`src/rtl/pfce_pkg.sv`:
```
// Shared types for the power-fail chip-enable controller.
// Assumes nothing beyond a two-bit phase code.
package pfce_pkg;

    typedef enum logic [1:0] {
        PH_RUN     = 2'd0,  // supply good, decoding live
        PH_DRAIN   = 2'd1,  // failure seen, in-flight access may finish
        PH_LOCK    = 2'd2,  // banks write-protected, supply still failed
        PH_RECOVER = 2'd3   // supply good, holding protection and reset
    } pfce_phase_e;

endpackage

```
`src/rtl/pfce_thr_mux.sv`:
```
// Picks the failure flag that matches the strapped supply tolerance.
// Assumes thr_sel_i is static while the system runs.
module pfce_thr_mux (
    input  logic thr_sel_i,
    input  logic flag_tight_i,
    input  logic flag_wide_i,
    output logic fail_o
);

    // Select the active comparator flag.
    always_comb begin
        fail_o = thr_sel_i ? flag_wide_i : flag_tight_i;
    end

endmodule

```
`src/rtl/pfce_seq.sv`:
```
// Phase sequencer: tracks supply state, bounds the drain of an in-flight
// access and times the recovery interval. Produces the pass-enable the
// bank decoder uses. Assumes WP_CYC >= 1 and REC_CYC >= 1.
module pfce_seq
    import pfce_pkg::*;
#(
    parameter int unsigned WP_CYC  = 12,
    parameter int unsigned REC_CYC = 40
) (
    input  logic        clk,
    input  logic        rst_n,
    input  logic        fail_i,
    input  logic        ce_n_i,
    output pfce_phase_e ph_o,
    output pfce_phase_e ph_nxt_o,
    output logic        pass_o
);

    localparam int unsigned WP_W  = $clog2(WP_CYC + 1);
    localparam int unsigned REC_W = $clog2(REC_CYC + 1);
    localparam logic [WP_W-1:0]  WP_LAST  = WP_W'(WP_CYC - 1);
    localparam logic [REC_W-1:0] REC_LAST = REC_W'(REC_CYC - 1);

    pfce_phase_e      ph_q, ph_d;
    logic [WP_W-1:0]  wp_q, wp_d;
    logic [REC_W-1:0] rec_q, rec_d;
    logic             held_q;   // chip enable was low at the last edge

    // Next-phase and counter logic.
    always_comb begin
        ph_d  = ph_q;
        wp_d  = wp_q;
        rec_d = rec_q;
        unique case (ph_q)
            PH_RUN: begin
                if (fail_i) begin
                    wp_d = '0;
                    ph_d = (!ce_n_i && held_q) ? PH_DRAIN : PH_LOCK;
                end
            end
            PH_DRAIN: begin
                if (ce_n_i || wp_q == WP_LAST) ph_d = PH_LOCK;
                else                           wp_d = wp_q + 1'b1;
            end
            PH_LOCK: begin
                if (!fail_i) begin
                    ph_d  = PH_RECOVER;
                    rec_d = '0;
                end
            end
            PH_RECOVER: begin
                if (fail_i)                 ph_d  = PH_LOCK;
                else if (rec_q == REC_LAST) ph_d  = PH_RUN;
                else                        rec_d = rec_q + 1'b1;
            end
            default: ph_d = PH_LOCK;
        endcase
    end

    // Phase, counters and access-history registers.
    always_ff @(posedge clk) begin
        if (!rst_n) begin
            ph_q   <= PH_RECOVER;
            wp_q   <= '0;
            rec_q  <= '0;
            held_q <= 1'b0;
        end else begin
            ph_q   <= ph_d;
            wp_q   <= wp_d;
            rec_q  <= rec_d;
            held_q <= !ce_n_i;
        end
    end

    // Strobe may pass: live decode, or an access that predates detection.
    always_comb begin
        pass_o = ((ph_q == PH_RUN) && (!fail_i || held_q)) ||
                 ((ph_q == PH_DRAIN) && !ce_n_i);
    end

    assign ph_o     = ph_q;
    assign ph_nxt_o = ph_d;

    // the last drain cycle always ends in protection.
    p_drain_cut_r4: assert property (@(posedge clk) disable iff (!rst_n)
        (ph_q == PH_DRAIN && wp_q == WP_LAST) |=> (ph_q == PH_LOCK));

    // a failure during recovery relocks at the next edge.
    p_refail_lock_r8: assert property (@(posedge clk) disable iff (!rst_n)
        (ph_q == PH_RECOVER && fail_i) |=> (ph_q == PH_LOCK));

    // the final recovery count returns to normal operation.
    p_recover_end_r7: assert property (@(posedge clk) disable iff (!rst_n)
        (ph_q == PH_RECOVER && rec_q == REC_LAST && !fail_i) |=> (ph_q == PH_RUN));

endmodule

```
`src/rtl/pfce_rst_timer.sv`:
```
// Reset generator: raises system reset a fixed number of edges after a
// failure is detected and holds it through recovery.
// Assumes RST_CYC >= 1 and the phase inputs come from pfce_seq.
module pfce_rst_timer
    import pfce_pkg::*;
#(
    parameter int unsigned RST_CYC = 6
) (
    input  logic        clk,
    input  logic        rst_n,
    input  pfce_phase_e ph_i,
    input  pfce_phase_e ph_nxt_i,
    output logic        rst_o
);

    localparam int unsigned AGE_W = $clog2(RST_CYC + 1);
    localparam logic [AGE_W-1:0] AGE_MAX = AGE_W'(RST_CYC);

    logic [AGE_W-1:0] age_q, age_d;
    logic             rst_q;

    // Edges since detection, saturating at the reset delay.
    always_comb begin
        if (ph_i == PH_RUN)        age_d = '0;
        else if (age_q == AGE_MAX) age_d = age_q;
        else                       age_d = age_q + 1'b1;
    end

    // Reset flag: sticky until the controller returns to normal operation.
    always_ff @(posedge clk) begin
        if (!rst_n) begin
            age_q <= '0;
            rst_q <= 1'b1;
        end else if (ph_nxt_i == PH_RUN) begin
            age_q <= '0;
            rst_q <= 1'b0;
        end else begin
            age_q <= age_d;
            rst_q <= rst_q || (ph_nxt_i == PH_RECOVER) || (age_d >= AGE_MAX);
        end
    end

    assign rst_o = rst_q;

    // reset is up once the delay count is reached.
    p_rst_delay_r6: assert property (@(posedge clk) disable iff (!rst_n)
        (ph_i != PH_RUN && ph_nxt_i != PH_RUN && age_q == AGE_W'(RST_CYC - 1)) |=> rst_o);

    // reset is held throughout recovery.
    p_rst_recover_r7: assert property (@(posedge clk) disable iff (!rst_n)
        (ph_i == PH_RECOVER) |-> rst_o);

    // reset clears when recovery ends.
    p_rst_clear_r7: assert property (@(posedge clk) disable iff (!rst_n)
        (ph_i == PH_RECOVER && ph_nxt_i == PH_RUN) |=> !rst_o);

endmodule

```
`src/rtl/pfce_bank_dec.sv`:
```
// Bank decoder: routes the active-low chip enable to the selected bank
// when the sequencer allows it. Select values beyond NBANK-1 match no bank.
module pfce_bank_dec #(
    parameter int unsigned NBANK = 2,
    localparam int unsigned BW   = (NBANK > 1) ? $clog2(NBANK) : 1
) (
    input  logic             ce_n_i,
    input  logic             pass_i,
    input  logic [BW-1:0]    bank_i,
    output logic [NBANK-1:0] ce_bank_n_o
);

    // One comparator per bank output.
    for (genvar g = 0; g < NBANK; g++) begin : g_bank
        assign ce_bank_n_o[g] = !(pass_i && !ce_n_i && (bank_i == BW'(g)));
    end

endmodule

```
`src/rtl/pwrfail_ce_ctrl.sv`:
```
// Power-fail chip-enable controller top. Chains threshold select,
// phase sequencer, reset timer and bank decoder. Inputs are assumed
// synchronous to clk; the comparator flags read 1 when the supply has failed.
module pwrfail_ce_ctrl
    import pfce_pkg::*;
#(
    parameter int unsigned  NBANK   = 2,
    parameter int unsigned  WP_CYC  = 12,
    parameter int unsigned  RST_CYC = 6,
    parameter int unsigned  REC_CYC = 40,
    localparam int unsigned BANK_W  = (NBANK > 1) ? $clog2(NBANK) : 1
) (
    input  logic              clk,
    input  logic              rst_n,
    input  logic              ce_n_i,
    input  logic [BANK_W-1:0] bank_sel_i,
    input  logic              thr_sel_i,
    input  logic              pf_tight_i,
    input  logic              pf_wide_i,
    output logic [NBANK-1:0]  ce_bank_n_o,
    output logic              sys_rst_o
);

    logic        fail;
    logic        pass;
    pfce_phase_e ph;
    pfce_phase_e ph_nxt;

    pfce_thr_mux i_thr (
        .thr_sel_i    (thr_sel_i),
        .flag_tight_i (pf_tight_i),
        .flag_wide_i  (pf_wide_i),
        .fail_o       (fail)
    );

    pfce_seq #(
        .WP_CYC  (WP_CYC),
        .REC_CYC (REC_CYC)
    ) i_seq (
        .clk      (clk),
        .rst_n    (rst_n),
        .fail_i   (fail),
        .ce_n_i   (ce_n_i),
        .ph_o     (ph),
        .ph_nxt_o (ph_nxt),
        .pass_o   (pass)
    );

    pfce_rst_timer #(
        .RST_CYC (RST_CYC)
    ) i_rst (
        .clk      (clk),
        .rst_n    (rst_n),
        .ph_i     (ph),
        .ph_nxt_i (ph_nxt),
        .rst_o    (sys_rst_o)
    );

    pfce_bank_dec #(
        .NBANK (NBANK)
    ) i_dec (
        .ce_n_i      (ce_n_i),
        .pass_i      (pass),
        .bank_i      (bank_sel_i),
        .ce_bank_n_o (ce_bank_n_o)
    );

    // at most one bank is ever enabled.
    p_one_bank_r1: assert property (@(posedge clk) disable iff (!rst_n)
        $onehot0(~ce_bank_n_o));

    // an idle strobe enables no bank.
    p_idle_high_r1: assert property (@(posedge clk) disable iff (!rst_n)
        ce_n_i |-> (&ce_bank_n_o));

    // protection or recovery keeps every bank disabled.
    p_guarded_r5: assert property (@(posedge clk) disable iff (!rst_n)
        (ph == PH_LOCK || ph == PH_RECOVER) |-> (&ce_bank_n_o));

    // a reset edge leaves reset asserted and banks disabled.
    p_sync_reset_r9: assert property (@(posedge clk)
        !rst_n |=> (sys_rst_o && (&ce_bank_n_o)));

endmodule

```
`config.mk`:
```
export PLATFORM = sky130hd
export DESIGN_NAME = pwrfail_ce_ctrl
export DESIGN_NICKNAME = d
export VERILOG_FILES = /design/src/rtl/pfce_pkg.sv /design/src/rtl/pfce_thr_mux.sv /design/src/rtl/pfce_seq.sv /design/src/rtl/pfce_rst_timer.sv /design/src/rtl/pfce_bank_dec.sv /design/src/rtl/pwrfail_ce_ctrl.sv
export SDC_FILE = /design/constraint.sdc
export NUM_CORES = 1
export LEC_CHECK = 0
export ABC_AREA = 1
export BUFFER_PORTS_ARGS = -buffer_cell sky130_fd_sc_hd__buf_2
export CAP_MARGIN = 5
export CORE_MARGIN = 2
export CORE_UTILIZATION = 44
export CTS_CLUSTER_DIAMETER = 200
export DETAILED_ROUTE_END_ITERATION = 10
export PLACE_DENSITY_LB_ADDON = 0.1
export SYNTH_ARGS = -nofsm -noshare
export SYNTH_HDL_FRONTEND = slang
export SYNTH_SLANG_ARGS = --single-unit
```
`constraint.sdc`:
```
create_clock -name clk -period 1.8 [get_ports clk]
set_input_delay 0.09 -clock clk [delete_from_list [all_inputs] [get_ports clk]]
set_output_delay 0.09 -clock clk [all_outputs]
set_load 0.05 [all_outputs]
```
==> summary.md, run 1 <==
| Metric | Value |
|---|---|
| Status | `finished clean` |
| DR pass1 iterations | `4` |
| Worst R2R Start | `i_seq.rec_q[0]` |
| Placed Cells | `176` |
| CTS H-tree depth | `1` |
| CP Capture Type | `register` |
| Post-synth top flop | `dfxtp_1` |
| Fraction of layout cells with a size suffix above 1 | `0.1895` |
| Setup crit start kind | `register` |
| Share of the synthesized area in the top cell type | `0.3375` |
| Gp weighted congestion | `0.8601` |
| Syn Inst Count | `140` |
| RSZ-0062 raised after global routing | `false` |
| Starting Density | `0.4603` |
| Hold Crit Depth | `2` |
| First-pass GRT wire length | `around 3.4 mm` |
| Post-route clock skew | `0.002969 ns` |
| Iteration-0 DRC Markers | `12` |
| Maximum net fanout on the critical path | `11` |
| Post-route DRC | `0` |
| Clock Latency Late Sink | `0.28 ns` |
| Clock sinks | `17` |
| WL/cell | `10.60 um` |
| P&R area growth vs syn | `10.42%` |
| DRT Wirelength | `1.918 mm` |
| Ys async rst share | `0` |
| GRT overflow | `0` |
| Seq/Total Area, Yosys | `0.3375` |
| Crit path DAT | `around 1.8 ns` |
| Hold WC Path Type | `primary input to register` |
| Tmin final | `1.577 ns` |
| Die X | `51.88 um` |
| CTS tree | `done` |
| CP Data Required Time | `1.97 ns` |
| Met3 WL | `80 um` |
| Pwr per Cell Area | `between 600 and 700 mW/mm2` |
| Final Core Density | `0.5083` |
| Largest net degree at the start of global routing | `12` |
| VDD IR max | `0.0004934 V` |
| Crit-path cells | `ha_1, nand2_2, nor2_4, nand2_4, nand2_4, nand3_2, o21bai_2, nor2_1` |
| Cells on worst reg2reg path | `8` |
| GRT Util Overall | `0.1736` |
| Fillers | `224` |
| Initial antenna violation count | `0` |
| Total clock buffers created by CTS | `3` |
| Setup crit start | `i_seq.rec_q[0]` |
| CTS Buffer Depth | `2` |
| Vias in the first global route | `805` |
| Post-Syn Area | `0.001008 mm2` |
| Reg2reg end | `i_rst.age_q[2]` |
| Nets | `165` |
| Final Cycle Share | `0.8761` |
| CP Class | `register to register` |
| Cell type with the largest total area after synthesis | `dfxtp_1` |
| Most frequent cell after synthesis | `nand2_1` |
| Dpl ws | `0.2527 ns` |
| Worst slew pin tran | `between 0.4 and 0.5 ns` |
| Mapped Nets | `151` |
| Area contributors post-synth | `dfxtp_1, nand2_1, nor2_1` |
| Layout Cells excl Fill | `about 180` |
| EDFF count, synth | `0` |
| Syn_area_per_cell | `7.203 um2` |
| DRT antenna net count | `0` |
| Count of cell types in the netlist | `27` |
| Clk pin slew, worst setup/hold paths | `~0.1 ns` |
| Top cells by count, synth | `nand2_1, dfxtp_1, nor2_1` |
| Final Hold Fails | `0` |
| Routed length on met2 | `about 880 um` |
| Via density | `4.989` |
| Setup crit end | `i_rst.age_q[2]` |
| Die Y | `51.88 um` |
| Die area | `roughly 0.0027 mm2` |
| Worst path max stage delay | `0.43 ns` |
| Post-CTS setup buffers | `0` |
| Post-DP HPWL | `1.512 mm` |
| TNS Setup | `0 ns` |
| Core Area | `0.002191 mm2` |
| # IOs | `10` |
| Overall Power | `0.0006920 W` |
| Worst setup margin | `0.2230 ns` |
| Via count | `between 900 and 1,000` |
| Diode count | `0` |
| Syn. warnings | `0` |
| Max Freq | `634.1 MHz` |
| LEAKAGE | `0.4778 nW` |
| CTS root buf | `clkbuf_4` |
| #FFs+latches synth | `17` |
| Cell row count | `17` |
| CP max-delay cell | `dfxtp_1` |
| Setup slack, reg-to-reg | `0.22 ns` |
| M1 WL | `939 um` |
| Max_cap viols | `0` |
| Fin. max-slew vios | `0` |
| IO buf count | `9` |
| Max layer used | `met4` |
| Most frequent CP cell | `nand2_4` |
| Setup violators final | `0` |
| Relative slew slack | `0.7301` |
[stage by stage]
step                      cell area [um2]  hold slack [ns]
after floorplan                      1008           0.1588
after global placement               1077           0.2787
after detailed placement             1077           0.2824
after CTS                            1114          0.04048
after global routing                 1114          0.05373
final                                1114          0.05374
[layout by cell type, fill, tap and decap left out, drive strengths merged]
cell type,count
a21oi,12
and3,1
buf,9
clkbuf,4
dfxtp,17
dlygate4sd3,1
ha,4
inv,17
nand2,32
nand3,10
nand3b,2
nand4,2
nor2,20
nor3,7
nor3b,2
o21ai,10
o21bai,1
or2,1
xor2,1
[kinds of logic (layout without fill, tap and decap cells)]
kind of cell | Yosys count | after routing | share of synthesized area
xor+xnor | 1 | 1 | 0.008686
compound gates | 23 | 23 | 0.1241
buf+inv | 18 | 31 | 0.07444
simple gates | 77 | 77 | 0.4057
flops | 17 | 17 | 0.3375
fa+ha+maj | 4 | 4 | 0.04963
[layer usage]
layer	up-vias	GRT usage
met5	-	0
met4	0	0.07895
met3	2	0.03448
met2	16	0.2806
met1	404	0.2216
li1	481	-
[flip-flops by register name (all words and copies together) (netlist names)]
register and flops:
i_seq.rec_q 6, i_seq.ph_o 2, i_rst.age_q 3, i_seq.wp_q 4
i_rst.rst_o 1, i_seq.held_q 1
[what timing repair did]
action	CTS	global route
resized for setup	0	0
endpoints found under the hold margin	1	0
hold buffers	1	0
[power breakdown]
group | total (W) | internal, W | switching (W)
registers | 0.000405 | 0.000390 | 0.0000147
logic | 0.0000884 | 0.0000356 | 0.0000528
clock network | 0.000199 | 0.0000859 | 0.000113
[layout make-up]
type | instances | area [um2] | area share
multi-input combinational | 105 | 593.1 | 0.5326
sequential | 17 | 340.3 | 0.3056
inverter | 17 | 63.81 | 0.05730
timing repair buffer | 10 | 55.05 | 0.04944
tap | 28 | 35.03 | 0.03146
clock buffer | 4 | 26.28 | 0.02360
[critical path: cells and delay by family, from the launching register on]
| family | cells | cell delay, ns |
|---|---|---|
| adders and majority gates | 1 | 0.23 |
| DFF | 1 | 0.43 |
| AOI/OAI and AO/OA | 1 | 0.19 |
| and+or+nand+nor | 6 | 0.61 |
[how the worst min path moves through the flow]
stage / from / endpoint / slack, ns
final: rst_n / i_rst.rst_o / 0.05
after CTS: rst_n / i_rst.rst_o / 0.04
after global placement: ce_n_i / i_seq.held_q / 0.28
after floorplan: rst_n / i_rst.rst_o / 0.16
after detailed placement: ce_n_i / i_seq.held_q / 0.28
after global routing: rst_n / i_rst.rst_o / 0.05
(Power assumes the default switching activity.)
==> run 2: changes to the inputs <==
--- a/config.mk
+++ b/config.mk
@@ -12,7 +12,6 @@
 export CORE_UTILIZATION = 44
 export CTS_CLUSTER_DIAMETER = 200
 export DETAILED_ROUTE_END_ITERATION = 10
-export PLACE_DENSITY_LB_ADDON = 0.1
 export SYNTH_ARGS = -nofsm -noshare
 export SYNTH_HDL_FRONTEND = slang
 export SYNTH_SLANG_ARGS = --single-unit
==> run 2 against run 1 <==
Compared with the run above:
- via count fell by 1.4%
- non-clock buffer count did not move
- count of clock-buffer cells in the layout fell by 1
- worst setup slack improved by 0.015 ns
- largest power group unchanged
- clock power rose by 3%
- hold slack got worse by 0.0086 ns
- maximum frequency rose by 0.98%
- die area did not move
==> summary.md, run 2 (synthesis gave the netlist of run 1 again) <==
| Metric | Value |
|---|---|
| Status | `finished clean (unchanged)` |
| DRT Wirelength | `1.818 mm (was 1.918 mm)` |
| Gp weighted congestion | `0.8774 (was 0.8601)` |
| TNS Setup | `0 ns (unchanged)` |
| LEAKAGE | `0.4805 nW (was 0.4778 nW)` |
| Cell row count | `17 (unchanged)` |
| # IOs | `10 (unchanged)` |
| Crit path DAT | `1.74 ns (was 1.75 ns)` |
| Core Area | `0.002191 mm2 (unchanged)` |
| Worst slew pin tran | `0.3900 ns (was 0.4034 ns)` |
| CTS Buffer Depth | `2 (unchanged)` |
| Pwr per Cell Area | `624.0 mW/mm2 (was 621.4 mW/mm2)` |
| Clock Latency Late Sink | `0.29 ns (was 0.28 ns)` |
| CP Class | `register to register (unchanged)` |
| Maximum net fanout on the critical path | `11 (unchanged)` |
| Setup violators final | `0 (unchanged)` |
| Largest registers | `i_seq.rec_q (6), i_seq.wp_q (4), i_rst.age_q (3) (unchanged)` |
| CTS H-tree depth | `1 (unchanged)` |
| Setup crit end | `i_rst.age_q[1] (was i_rst.age_q[2])` |
| Setup crit start | `i_seq.rec_q[0] (unchanged)` |
| Final Hold Fails | `0 (unchanged)` |
| Max reg flops | `6 (unchanged)` |
| CTS root buf | `clkbuf_4 (unchanged)` |
| RSZ-0062 raised after global routing | `false (unchanged)` |
| IO buf count | `9 (unchanged)` |
| Commonest cells after routing, fill and taps aside | `nand2_1, nor2_1, dfxtp_1 (unchanged)` |
| Hold wc startpoint | `rst_n (unchanged)` |
| Via count | `890 (was 903)` |
| Dpl ws | `0.2429 ns (was 0.2527 ns)` |
| Reg2reg end | `i_rst.age_q[1] (was i_rst.age_q[2])` |
| Die Y | `51.88 um (unchanged)` |
| GRT Util Overall | `0.1571 (was 0.1736)` |
| Diode count | `0 (unchanged)` |
| Fillers | `229 (was 224)` |
| Tmin final | `1.562 ns (was 1.577 ns)` |
| Die area | `0.002691 mm2 (unchanged)` |
| P&R area growth vs syn | `10.55% (was 10.42%)` |
| DR pass1 iterations | `4 (unchanged)` |
| Worst R2R Start | `i_seq.rec_q[0] (unchanged)` |
| CP Data Required Time | `1.98 ns (was 1.97 ns)` |
| GRT overflow | `0 (unchanged)` |
| WL/cell | `10.04 um (was 10.60 um)` |
| Pint | `0.0005084 W (was 0.0005119 W)` |
| Setup slack, reg-to-reg | `0.24 ns (was 0.22 ns)` |
| Nets | `165 (unchanged)` |
| Commonest non-fill, non-tap cell in the layout | `nand2_1 (unchanged)` |
| Final Cycle Share | `0.8676 (was 0.8761)` |
| Hold WC Path Type | `primary input to register (unchanged)` |
| Largest net degree at the start of global routing | `12 (unchanged)` |
| VDD IR max | `0.0004571 V (was 0.0004934 V)` |
| Iteration-0 DRC Markers | `13 (was 12)` |
| Max Freq | `640.3 MHz (was 634.1 MHz)` |
| Max_cap viols | `0 (unchanged)` |
| Clock sinks | `17 (unchanged)` |
| CP Capture Type | `register (unchanged)` |
| Setup crit start kind | `register (unchanged)` |
| Post-route clock skew | `0.007765 ns (was 0.002969 ns)` |
| Die X | `51.88 um (unchanged)` |
| Switching part of the total | `0.2692 (was 0.2603)` |
| Post-DP HPWL | `1.467 mm (was 1.512 mm)` |
| Post-CTS sizing | `0 (unchanged)` |
| Top reg by flops | `i_seq.rec_q (unchanged)` |
| Worst setup margin | `0.2383 ns (was 0.2230 ns)` |
| Post-route DRC | `0 (unchanged)` |
| Cells on worst reg2reg path | `8 (unchanged)` |
| Via density | `4.917 (was 4.989)` |
| Vias in the first global route | `776 (was 805)` |
| DRT antenna net count | `0 (unchanged)` |
| Fraction of layout cells with a size suffix above 1 | `0.1961 (was 0.1895)` |
| Fin. max-slew vios | `0 (unchanged)` |
| First-pass GRT wire length | `3.132 mm (was 3.387 mm)` |
| Net Switching | `0.0001873 W (was 0.0001801 W)` |
| Clk pin slew, worst setup/hold paths | `0.11 ns (was 0.10 ns)` |
| Total clock buffers created by CTS | `3 (unchanged)` |
| Logic pwr share | `0.125 (was 0.128)` |
| Starting Density | `0.4603 (unchanged)` |
| Relative slew slack | `0.7390 (was 0.7301)` |
| Clk pwr share | `0.293 (was 0.287)` |
| CTS tree | `done (unchanged)` |
| Initial antenna violation count | `0 (unchanged)` |
| Sequential Power Share | `0.582 (was 0.585)` |
[run 2: area by class of cell]
| class | instances | area (um2) | share of cell area |
|---|---|---|---|
| timing repair buffer | 10 | 55.05 | 0.04938 |
| inverter | 17 | 63.81 | 0.05724 |
| multi-input combinational | 105 | 593.1 | 0.5320 |
| sequential | 17 | 340.3 | 0.3053 |
| tap | 28 | 35.03 | 0.03143 |
| clock inverter | 1 | 5.005 | 0.004489 |
| clock buffer | 3 | 22.52 | 0.02020 |
[run 2: what timing repair did]
| item | in CTS | in global routing |
|---|---|---|
| hold buffers | 1 | 0 |
| endpoints found under the hold margin | 1 | 0 |
| buffers inserted | 0 | 0 |
[run 2: worst min path at each step]
stage	slack, ns	end	cells after the start
global placement	0.28	i_seq.held_q	2
global route	0.03	i_rst.rst_o	2
finish	0.05	i_rst.rst_o	2
floorplan	0.16	i_rst.rst_o	1
detailed placement	0.28	i_seq.held_q	2
CTS	0.03	i_rst.rst_o	2
[run 2: per-layer routing]
layer | track usage | routed length [um]
met5 | 0 | 0
met4 | 0.06579 | 13
met2 | 0.2447 | 818
met3 | 0.03448 | 43
met1 | 0.2083 | 942
[run 2: power groups by stage]
stage / Combinational, W / Sequential [W] / Clock (W)
4_1_cts: 0.0000884 / 0.000405 / 0.000214
6_report: 0.0000870 / 0.000405 / 0.000204
3_5_place_dp: 0.0000865 / 0.000414 / 0
3_3_place_gp: 0.0000851 / 0.000413 / 0
5_1_grt: 0.000101 / 0.000408 / 0.000235
2_1_floorplan: 0.0000681 / 0.000410 / 0
[run 2: through the flow]
step,cell area [um2],hold WS (ns),utilization,instances,total power [W]
floorplan,1008,0.1588,-,140,0.0004779
global placement,1077,0.2789,0.4917,176,0.0004980
global route,1115,0.03478,0.5089,181,0.0007439
finish,1115,0.04512,0.5089,181,0.0006957
detailed placement,1077,0.2786,0.4917,176,0.0005003
CTS,1115,0.03499,0.5089,181,0.0007074
[run 2: critical path, stage by stage (launching register included)]
cell and delay [ns]:
dfxtp_1 0.43, ha_1 0.23, nand2_2 0.09, nor2_4 0.14
nand2_4 0.08, nand2_4 0.14, nand3_2 0.09, o21bai_2 0.18
nor2_1 0.06
==> run 3: changes to the inputs <==
--- a/config.mk
+++ b/config.mk
@@ -5,7 +5,6 @@
 export SDC_FILE = /design/constraint.sdc
 export NUM_CORES = 1
 export LEC_CHECK = 0
-export ABC_AREA = 1
 export BUFFER_PORTS_ARGS = -buffer_cell sky130_fd_sc_hd__buf_2
 export CAP_MARGIN = 5
 export CORE_MARGIN = 2
==> run 3 against run 2 <==
Compared with the run above:
- combinational power is 25% higher
- utilization grew 3.5 points
- sequential share of layout area is 0.74 points higher
- sequential cell count unchanged
- sequential power about the same
- first-iteration DRC count down 23%
- register-to-register slack got worse by 0.10 ns
- cell count is 18% lower
==> summary.md, run 3 <==
| Metric | Value |
|---|---|
| Grt peak-use layer | `met2 (unchanged)` |
| Initial antenna violation count | `0 (unchanged)` |
| DRT Wirelength | `1.974 mm (was 1.818 mm)` |
| Area contributors post-synth | `dfxtp_1, ha_1, nand2_1 (was dfxtp_1, nand2_1, nor2_1)` |
| Post-Syn Area | `957.2 um2 (was 0.001008 mm2)` |
| Worst slew pin tran | `0.4461 ns (was 0.3900 ns)` |
| Iteration-0 DRC Markers | `10 (was 13)` |
| VDD IR max | `0.0004140 V (was 0.0004571 V)` |
| # IOs | `10 (unchanged)` |
| DRT antenna net count | `0 (unchanged)` |
| CTS root buf | `clkbuf_4 (unchanged)` |
| Cell row count | `16 (was 17)` |
| GRT Util Overall | `0.1748 (was 0.1571)` |
| Overall Power | `0.0007224 W (was 0.0006957 W)` |
| Cell type with the largest total area after synthesis | `dfxtp_1 (unchanged)` |
| Crit-path cells | `ha_2, nand4bb_4, o211a_2, a311oi_4, a31oi_1 (was ha_1, nand2_2, nor2_4, nand2_4, nand2_4, nand3_2, o21bai_2, nor2_1)` |
| WL/cell | `13.34 um (was 10.04 um)` |
| Commonest cells after routing, fill and taps aside | `dfxtp_1, nand2_1, inv_1, buf_2, a21oi_1 (was nand2_1, nor2_1, dfxtp_1)` |
| CP Data Required Time | `1.97 ns (was 1.98 ns)` |
| CP Capture Type | `register (unchanged)` |
| Fin. max-slew vios | `0 (unchanged)` |
| Diode count | `0 (unchanged)` |
| Die X | `50.64 um (was 51.88 um)` |
| Setup slack, reg-to-reg | `0.14 ns (was 0.24 ns)` |
| Pwr per Cell Area | `663.6 mW/mm2 (was 624.0 mW/mm2)` |
| Design Area, Final | `0.001089 mm2 (was 0.001115 mm2)` |
| M3 GR Usage | `0.02679 (was 0.03448)` |
| CTS H-tree depth | `1 (unchanged)` |
| Max reg flops | `6 (unchanged)` |
| P&R area growth vs syn | `13.73% (was 10.55%)` |
| CTS tree | `done (unchanged)` |
| #FFs+latches synth | `17 (unchanged)` |
| Crit path DAT | `1.83 ns (was 1.74 ns)` |
| Largest registers | `i_seq.rec_q (6), i_seq.wp_q (4), i_rst.age_q (3) (unchanged)` |
| Status | `finished clean (unchanged)` |
| Clock sinks | `17 (unchanged)` |
| Core Area | `0.002002 mm2 (was 0.002191 mm2)` |
| Top reg by flops | `i_seq.rec_q (unchanged)` |
| LEAKAGE | `0.4154 nW (was 0.4805 nW)` |
| Final Hold Fails | `0 (unchanged)` |
| Switching part of the total | `0.2707 (was 0.2692)` |
| Share of the synthesized area in the top cell type | `0.3556 (was 0.3375)` |
| EDFF count, synth | `0 (unchanged)` |
| GRT overflow | `0 (unchanged)` |
| Clk pin slew, worst setup/hold paths | `0.10 ns (was 0.11 ns)` |
| Clk pwr share | `0.290 (was 0.293)` |
| Sequential Power Share | `0.559 (was 0.582)` |
| Hold WC Path Type | `primary input to register (unchanged)` |
| RSZ-0062 raised after global routing | `false (unchanged)` |
| CP Class | `register to register (unchanged)` |
| Buf/Inv on CP | `0 (unchanged)` |
| Nets | `133 (was 165)` |
| Pint | `0.0005268 W (was 0.0005084 W)` |
| Setup crit start kind | `register (unchanged)` |
| Fraction of layout cells with a size suffix above 1 | `0.2066 (was 0.1961)` |
| Relative slew slack | `0.7026 (was 0.7390)` |
| Via density | `5.615 (was 4.917)` |
| Post-route DRC | `0 (unchanged)` |
| Starting Density | `0.4781 (was 0.4603)` |
| Vias in the first global route | `808 (was 776)` |
| Syn_area_per_cell | `9.030 um2 (was 7.203 um2)` |
| TNS Setup | `0 ns (unchanged)` |
| Top cells by count, synth | `dfxtp_1, nand2_1, inv_1 (was nand2_1, dfxtp_1, nor2_1)` |
| Max_cap viols | `0 (unchanged)` |
| CP max-delay cell | `dfxtp_1 (unchanged)` |
| Via count | `831 (was 890)` |
| Crit-path leading delay family | `compound AO/OA/AOI/OAI gates (was simple AND/OR/NAND/NOR gates)` |
| Max Freq | `601.9 MHz (was 640.3 MHz)` |
| Clock Latency Late Sink | `0.29 ns (about the same)` |
| Gp weighted congestion | `0.7528 (was 0.8774)` |
| Post-synth top flop | `dfxtp_1 (unchanged)` |
| Post-CTS setup buffers | `0 (unchanged)` |
| Post-DP HPWL | `1.525 mm (was 1.467 mm)` |
| Largest net degree at the start of global routing | `10 (was 12)` |
| Die Y | `50.64 um (was 51.88 um)` |
| Mapped Nets | `117 (was 151)` |
| Maximum net fanout on the critical path | `5 (was 11)` |
| Net Switching | `0.0001956 W (was 0.0001873 W)` |
| Met2 Use GR | `0.3026 (was 0.2447)` |
| Syn Inst Count | `106 (was 140)` |
| Commonest non-fill, non-tap cell in the layout | `dfxtp_1 (was nand2_1)` |
| Worst path max stage delay | `0.39 ns (was 0.43 ns)` |
| Seq/Total Area, Yosys | `0.3556 (was 0.3375)` |
| Tmin final | `1.661 ns (was 1.562 ns)` |
| M1 GR Usage | `0.2271 (was 0.2083)` |
| IO buf count | `9 (unchanged)` |
| First-pass GRT wire length | `3.484 mm (was 3.132 mm)` |
| Setup violators final | `0 (unchanged)` |
| Final Cycle Share | `0.9230 (was 0.8676)` |
| Most frequent cell after synthesis | `dfxtp_1 (was nand2_1)` |
| Syn. warnings | `0 (unchanged)` |
| DR pass1 iterations | `4 (unchanged)` |
| Die area | `0.002564 mm2 (was 0.002691 mm2)` |
| Logic pwr share | `0.151 (was 0.125)` |
| Total clock buffers created by CTS | `3 (unchanged)` |
| CTS Buffer Depth | `2 (unchanged)` |
| Ys async rst share | `0 (unchanged)` |
| Placed instance area | `0.001050 mm2 (was 0.001077 mm2)` |
| Count of cell types in the netlist | `35 (was 27)` |
| Post-route clock skew | `0.004311 ns (was 0.007765 ns)` |
## run 3: worst paths after layout
kind | start | cells after the start | to
worst max-delay path | i_seq.rec_q[1] | 5 | i_rst.rst_o
worst min-delay path | rst_n | 2 | i_seq.ph_o[0]
worst max register to register | i_seq.rec_q[1] | 5 | i_rst.rst_o
worst min register to register | i_seq.wp_q[3] | 2 | i_seq.wp_q[3]
## run 3: layout make-up
class,count,area (um2)
Fill cell,209,913.4
Tap cell,27,33.78
Sequential cell,17,340.3
Clock buffer,4,26.28
Timing Repair Buffer,14,85.08
Inverter,9,33.78
Multi-Input combinational cell,77,569.3
## run 3: worst register-to-register path: stages (launching register included)
cell,delay (ns)
dfxtp_1,0.39
ha_2,0.24
nand4bb_4,0.14
o211a_2,0.33
a311oi_4,0.32
a31oi_1,0.13
## run 3: cell families (layout without fill, tap and decap cells)
kind of cell	Yosys count	count (layout)	share of synthesized area
AND/OR/NAND/NOR	37	37	0.2183
AO/OA/AOI/OAI	29	29	0.2327
flip-flops	17	17	0.3556
buffers and inverters	12	27	0.05228
multiplexers	5	5	0.07058
adder cells (fa/ha/maj)	4	4	0.05229
XOR/XNOR	2	2	0.01830
## run 3: timing repair
action,4_1_cts,5_1_grt
endpoints found under the setup margin,0,5
gates resized for setup,0,2
hold buffers,1,0
hold endpoints to repair,1,0
## run 3: layer usage
metal / share of wire / vias to the layer above
li1: - / 419
met3: 0.021 / 0
met2: 0.48 / 10
met1: 0.49 / 402
met5: 0 / -
met4: 0 / 0
## run 3: metrics by stage
| stage | setup WS, ns | hold WS (ns) | std cells | utilization |
|---|---|---|---|---|
| 3_5_place_dp | 0.06304 | 0.3033 | 143 | 0.5244 |
| 2_1_floorplan | 0.2076 | 0.1624 | 106 | - |
| 4_1_cts | 0.04584 | 0.04761 | 148 | 0.5425 |
| 3_3_place_gp | 0.1405 | 0.2943 | 143 | 0.5244 |
| 6_report | 0.1385 | 0.05275 | 148 | 0.5438 |
| 5_1_grt | 0.01528 | 0.05719 | 148 | 0.5438 |
## run 3: power groups by stage
stage	Combinational [W]	Clock, W	Sequential, W
2_1_floorplan	0.0000753	0	0.000409
4_1_cts	0.000109	0.000212	0.000404
3_3_place_gp	0.000103	0	0.000413
6_report	0.000109	0.000209	0.000404
5_1_grt	0.000124	0.000232	0.000407
3_5_place_dp	0.000106	0	0.000413
